`config.mk`:
```
export PLATFORM = sky130hd
export DESIGN_NAME = pinbank_ctrl
export DESIGN_NICKNAME = d
export VERILOG_FILES = /design/src/rtl/pinbank_pkg.sv /design/src/rtl/pinbank_regs.sv /design/src/rtl/pinbank_sync.sv /design/src/rtl/pinbank_wake.sv /design/src/rtl/pinbank_ctrl.sv
export SDC_FILE = /design/constraint.sdc
export NUM_CORES = 1
export LEC_CHECK = 0
export ABC_AREA = 1
export BUFFER_PORTS_ARGS = -buffer_cell sky130_fd_sc_hd__buf_2
export CORE_MARGIN = 2
export CORE_UTILIZATION = 55
export DETAILED_ROUTE_END_ITERATION = 8
export PLACE_DENSITY = 0.93
export RECOVER_POWER = 100
export SYNTH_ARGS = -nofsm -noshare
export SYNTH_HDL_FRONTEND = slang
export SYNTH_SLANG_ARGS = --single-unit
```
`constraint.sdc`:
```
create_clock -name clk -period 2.75 [get_ports clk]
set_input_delay 0 -clock clk [delete_from_list [all_inputs] [get_ports clk]]
set_output_delay 0 -clock clk [all_outputs]
set_load 0.03 [all_outputs]
```
`src/rtl/pinbank_pkg.sv`:
```
package pinbank_pkg;

    localparam int PB_PINS   = 32;
    localparam int PB_ADDR_W = 12;
    localparam int PB_WAKE_N = 8;

    localparam logic [PB_ADDR_W-1:0] OFS_DRV   = 12'h100;
    localparam logic [PB_ADDR_W-1:0] OFS_LVL   = 12'h108;
    localparam logic [PB_ADDR_W-1:0] OFS_LOW   = 12'h10C;
    localparam logic [PB_ADDR_W-1:0] OFS_SENSE = 12'h110;

    typedef logic [PB_PINS-1:0] pin_vec_t;

    typedef enum logic [2:0] {
        WOP_NONE,
        WOP_DRV_OFF,
        WOP_LVL_HIGH,
        WOP_LVL_LOW,
        WOP_WAKE_MASK
    } wr_op_e;

    typedef struct packed {
        pin_vec_t drv;
        pin_vec_t lvl;
    } pin_state_t;

    function automatic wr_op_e decode_write(input logic [PB_ADDR_W-1:0] a,
                                            input logic we);
        wr_op_e op;
        op = WOP_NONE;
        if (we) begin
            case (a)
                OFS_DRV:   op = WOP_DRV_OFF;
                OFS_LVL:   op = WOP_LVL_HIGH;
                OFS_LOW:   op = WOP_LVL_LOW;
                OFS_SENSE: op = WOP_WAKE_MASK;
                default:   op = WOP_NONE;
            endcase
        end
        return op;
    endfunction

    function automatic pin_state_t next_state(input pin_state_t cur,
                                              input wr_op_e op,
                                              input pin_vec_t m);
        pin_state_t nx;
        nx = cur;
        case (op)
            WOP_DRV_OFF:  nx.drv = cur.drv & ~m;
            WOP_LVL_HIGH: begin
                nx.lvl = cur.lvl | m;
                nx.drv = cur.drv | m;
            end
            WOP_LVL_LOW:  begin
                nx.lvl = cur.lvl & ~m;
                nx.drv = cur.drv | m;
            end
            default:      nx = cur;
        endcase
        return nx;
    endfunction

endpackage

```
`src/rtl/pinbank_regs.sv`:
```
module pinbank_regs
    import pinbank_pkg::*;
#(
    parameter int NWAKE = PB_WAKE_N
) (
    input  logic             clk,
    input  logic             hw_rst,
    input  wr_op_e           op,
    input  pin_vec_t         wdata,
    output pin_state_t       state,
    output logic [NWAKE-1:0] wake_mask
);

    pin_state_t state_q;
    logic [NWAKE-1:0] mask_q;

    always_ff @(posedge clk) begin
        if (hw_rst) begin
            state_q <= '0;
            mask_q  <= '0;
        end else begin
            state_q <= next_state(state_q, op, wdata);
            if (op == WOP_WAKE_MASK) begin
                mask_q <= wdata[NWAKE-1:0];
            end
        end
    end

    assign state     = state_q;
    assign wake_mask = mask_q;

endmodule

```
`src/rtl/pinbank_sync.sv`:
```
module pinbank_sync #(
    parameter int W      = 32,
    parameter int STAGES = 2
) (
    input  logic         clk,
    input  logic         hw_rst,
    input  logic [W-1:0] d,
    output logic [W-1:0] q
);

    logic [W-1:0] stg [STAGES];

    genvar s;
    generate
        for (s = 0; s < STAGES; s++) begin : g_stage
            if (s == 0) begin : g_first
                always_ff @(posedge clk) begin
                    if (hw_rst) stg[s] <= '0;
                    else        stg[s] <= d;
                end
            end else begin : g_next
                always_ff @(posedge clk) begin
                    if (hw_rst) stg[s] <= '0;
                    else        stg[s] <= stg[s-1];
                end
            end
        end
    endgenerate

    assign q = stg[STAGES-1];

endmodule

```
`src/rtl/pinbank_wake.sv`:
```
module pinbank_wake #(
    parameter int NWAKE = 8
) (
    input  logic             clk,
    input  logic             hw_rst,
    input  logic             rt_rst,
    input  logic             sleep,
    input  logic [NWAKE-1:0] levels,
    input  logic [NWAKE-1:0] mask,
    output logic             wake
);

    logic             asleep_q;
    logic [NWAKE-1:0] entry_q;
    logic [NWAKE-1:0] moved;

    always_ff @(posedge clk) begin
        if (hw_rst || rt_rst) begin
            asleep_q <= 1'b0;
            entry_q  <= '0;
        end else begin
            asleep_q <= sleep;
            if (sleep && !asleep_q) begin
                entry_q <= levels;
            end
        end
    end

    assign moved = (levels ^ entry_q) & mask;
    assign wake  = sleep && asleep_q && (|moved);

endmodule

```
`src/rtl/pinbank_ctrl.sv`:
```
module pinbank_ctrl
    import pinbank_pkg::*;
(
    input  logic                 clk,
    input  logic                 hw_rst,
    input  logic                 rt_rst,
    input  logic [PB_ADDR_W-1:0] addr,
    input  logic                 wr_en,
    input  logic [PB_PINS-1:0]   wdata,
    output logic [PB_PINS-1:0]   rdata,
    input  logic                 sleep,
    input  logic [PB_PINS-1:0]   pin_i,
    output logic [PB_PINS-1:0]   pin_o,
    output logic [PB_PINS-1:0]   pin_oe,
    output logic                 wake_o
);

    localparam int SYNC_STAGES = 2;

    wr_op_e              op;
    pin_state_t          state;
    logic [PB_WAKE_N-1:0] wake_mask;
    pin_vec_t            pin_sync;

    assign op = decode_write(addr, wr_en);

    pinbank_regs #(.NWAKE(PB_WAKE_N)) u_regs (
        .clk       (clk),
        .hw_rst    (hw_rst),
        .op        (op),
        .wdata     (wdata),
        .state     (state),
        .wake_mask (wake_mask)
    );

    pinbank_sync #(.W(PB_PINS), .STAGES(SYNC_STAGES)) u_sync (
        .clk    (clk),
        .hw_rst (hw_rst),
        .d      (pin_i),
        .q      (pin_sync)
    );

    pinbank_wake #(.NWAKE(PB_WAKE_N)) u_wake (
        .clk    (clk),
        .hw_rst (hw_rst),
        .rt_rst (rt_rst),
        .sleep  (sleep),
        .levels (pin_sync[PB_WAKE_N-1:0]),
        .mask   (wake_mask),
        .wake   (wake_o)
    );

    always_comb begin
        case (addr)
            OFS_DRV:   rdata = state.drv;
            OFS_LVL:   rdata = state.lvl;
            OFS_SENSE: rdata = pin_sync;
            default:   rdata = '0;
        endcase
    end

    assign pin_o  = state.lvl;
    assign pin_oe = state.drv;

endmodule

```
==> impl_results.md <==
- Critical Path Slowest Stage Cell: nand2_1
- Total number of vias: 6826
- Violated checks: max-capacitance violations, max-slew violations
- Nets@finish: 1147
- Worst slew pin tran: 1.54 ns
- Switch Pwr: 1.16 mW
- Wire per inst: 16.8 µm
- Place WS: 0.931 ns
- Router iterations before antenna repair: 6
- Mapped Area: 5950 µm²
- RSZ-0062 raised after global routing: no
- Die width: 108 µm
- Final WS setup: 0.439 ns
- CTS Sinks: 145
- Commonest cells in the netlist: nor2_1 (154), dfxtp_1 (145), nand2_1 (138)
- Number of CTS-inserted buffers: 17
- FMAX: 0.433 GHz
- Fill cells: 703
- Setup TNS: 0 ns
- R2R Setup Slk: 1.41 ns
- Crit Path Class: primary input to flop
- Multi-input logic area: 2300 µm²
- DP Wirelength: 10900 µm
- Ys flop type: dfxtp_1
- Hold Crit Class: primary input to flop
- Switching part of the total: 25.0%
- Row count: 37
- Initial Utilization: 57.1%
- Slew headroom: -2.42%
- Sequential-to-total area share from yosys stat: 48.8%
- Most common cell in the netlist: nor2_1
- Overflow after GRT: 0
- Layout area overhead: 36.9%
- Crit-path cells: buf_2 > inv_1 > nand2_1 > nor2_8 > nand3_1 > nand2_1 > nand3_1 > a21oi_1 > dlygate4sd3_1
- Post-CTS sizing: 0
- Number of I/O pins: 178
- PD cells: 567 nW/µm²
- Largest net degree at the start of global routing: 66
- I/O Buffers: 177
- Yosys warns: 0
- Root Driver: clkbuf_8
- Seq pwr share: 47.0%
- Drt total wl: 20400 µm
- Antenna violations before repair: 0
- Cell taking the most area after synthesis: dfxtp_1
- R2R cell count: 3
- Async SR Flop Fraction: 0%
- Yosys cell types: 30
- CTS max path bufs: 2
- Core box area: 10400 µm²
- CP peak stage delay: 0.71 ns
- GRT Total Usage: 35.0%
- Die Y: 108 µm
- Max_cap viols: 1
- Clk Latency, worst-skew pair: 0.52 ns
- Synth Register Bits: 145
- CP Capture Type: flop
- Combinational Power Share: 6.8%
- H-tree levels: 4
- Pleak: 3.60 nW
- Crit-path max FO: 20
- Syn Nets: 895
- Final setup violating endpoints: 0
- Clk pin slew, worst setup/hold paths: 0.07 ns
- Gp weighted congestion: 0.849
- Post-synthesis area per instance: 7.30 µm²
- CTS tree: yes
- Reg area: 2900 µm²
- Post-synth EDFFs: 0
- Pint: 3.46 mW
- Clock network fraction of total power: 46.3%
- Outcome: finished, violations left
- Ratio of cells with drive above 1 in the final layout: 12.5%
- Via density: 5.62
- CP startpoint: addr[6]
- # diodes: 0
- Mapped Cells: 814
- Final Max Slew Viols: 37
- Setup repair bufs after CTS: 0
- VDD IR-drop max: 0.000414 V
- Skew final: 0.0107 ns
- Tcrit/Tclk final: 84.0%
- Final min period: 2.31 ns
- Antenna Nets Post-Route: 0
- First-pass GRT wire length: 32200 µm
- Initial drt markers: 773
- Synth top area cells: dfxtp_1 (49%), nor2_1 (9.7%), nand2_1 (8.7%)
- Die ar.: 11700 µm²
- Residual DRC: 0
- Post-cts hold buffer count: 87
- Worst EP required: 3.20 ns
- Hold Vio Cnt, Final: 0
- Post-synth top area share: 48.8%
- CP startpoint kind: primary input
- Worst EP arrival: 2.76 ns
- Vias in the first global route: 6840
[power groups by stage]
| stage | Combinational [mW] | Sequential [mW] | Clock [mW] |
|---|---|---|---|
| 2_1_floorplan | 0.109 | 2.21 | 0 |
| 3_3_place_gp | 0.207 | 2.21 | 0 |
| 3_5_place_dp | 0.213 | 2.21 | 0 |
| 4_1_cts | 0.299 | 2.17 | 2.13 |
| 5_1_grt | 0.334 | 2.17 | 2.26 |
| 6_report | 0.313 | 2.17 | 2.14 |
[worst min-delay path by stage]
stage / start / end / slack [ns] / depth (start not counted)
6_report: wr_en / flop / 0.11 / 4
5_1_grt: wr_en / flop / 0.12 / 4
4_1_cts: wr_en / flop / 0.06 / 4
3_5_place_dp: pin_i[5] / u_sync.stg[0][5]$_SDFF_PP0_ / 0.21 / 3
3_3_place_gp: pin_i[30] / u_sync.stg[0][30]$_SDFF_PP0_ / 0.20 / 3
2_1_floorplan: pin_i[0] / u_sync.stg[0][0]$_SDFF_PP0_ / 0.11 / 2
[worst max-delay path, delay by kind of cell]
kind / cells / cell delay, ns
AND/OR/NAND/NOR: 5 / 1.67
buffers and inverters: 3 / 0.77
AO/OA/AOI/OAI: 1 / 0.30
[metrics by stage]
stage / hold slack, ns / cell area, µm² / util (%) / std cells / power (mW)
detailed placement: 0.207 / 6910 / 66.4 / 1096 / 2.42
global placement: 0.198 / 6910 / 66.4 / 1096 / 2.42
global route: 0.119 / 8140 / 78.2 / 1215 / 4.76
finish: 0.105 / 8140 / 78.2 / 1215 / 4.62
CTS: 0.0564 / 8330 / 80.0 / 1215 / 4.60
floorplan: 0.107 / 5950 / - / 814 / 2.32
[logic make-up after synthesis]
| group | Yosys count | synth area share, % |
|---|---|---|
| compound gates | 88 | 9.01 |
| flops | 145 | 48.8 |
| xor+xnor | 4 | 0.589 |
| buf+inv | 170 | 11.5 |
| simple gates | 407 | 30.1 |
[placed cells by master (no fill, tap or decap), types with 2 or more instances in the layout]
cell type / Yosys / final
clkinv_4: 1 / 3
nand2_1: 138 / 140
clkbuf_8: 0 / 2
buf_4: 5 / 9
clkbuf_16: 0 / 16
inv_8: 0 / 3
inv_2: 4 / 3
nor3_1: 2 / 2
buf_2: 7 / 81
o211ai_1: 24 / 24
a211oi_1: 2 / 2
clkinvlp_4: 0 / 4
inv_1: 120 / 121
dfxtp_1: 145 / 145
a21oi_1: 38 / 38
nand2_2: 4 / 2
nand3_1: 91 / 102
o221ai_1: 8 / 8
xor2_1: 3 / 3
nor2_1: 154 / 154
dlygate4sd3_1: 0 / 87
clkbuf_1: 22 / 99
o21ai_0: 16 / 16
inv_6: 1 / 5
[metal layers]
layer	up-vias	track usage [%]	share of wire, %
li1	3051	-	-
met4	0	20.2	4.9
met1	3117	40.0	37
met5	-	0	0
met3	126	8.68	10
met2	532	59.6	48
[final cells by class]
cell class | count | share of cell area, %
clock inverter | 13 | 1.43
tap | 136 | 2.09
timing repair buffer | 277 | 21.3
sequential | 145 | 35.7
clock buffer | 19 | 5.30
multi-input combinational | 499 | 28.3
inverter | 126 | 5.93
Power figures use the tool's default switching activity.
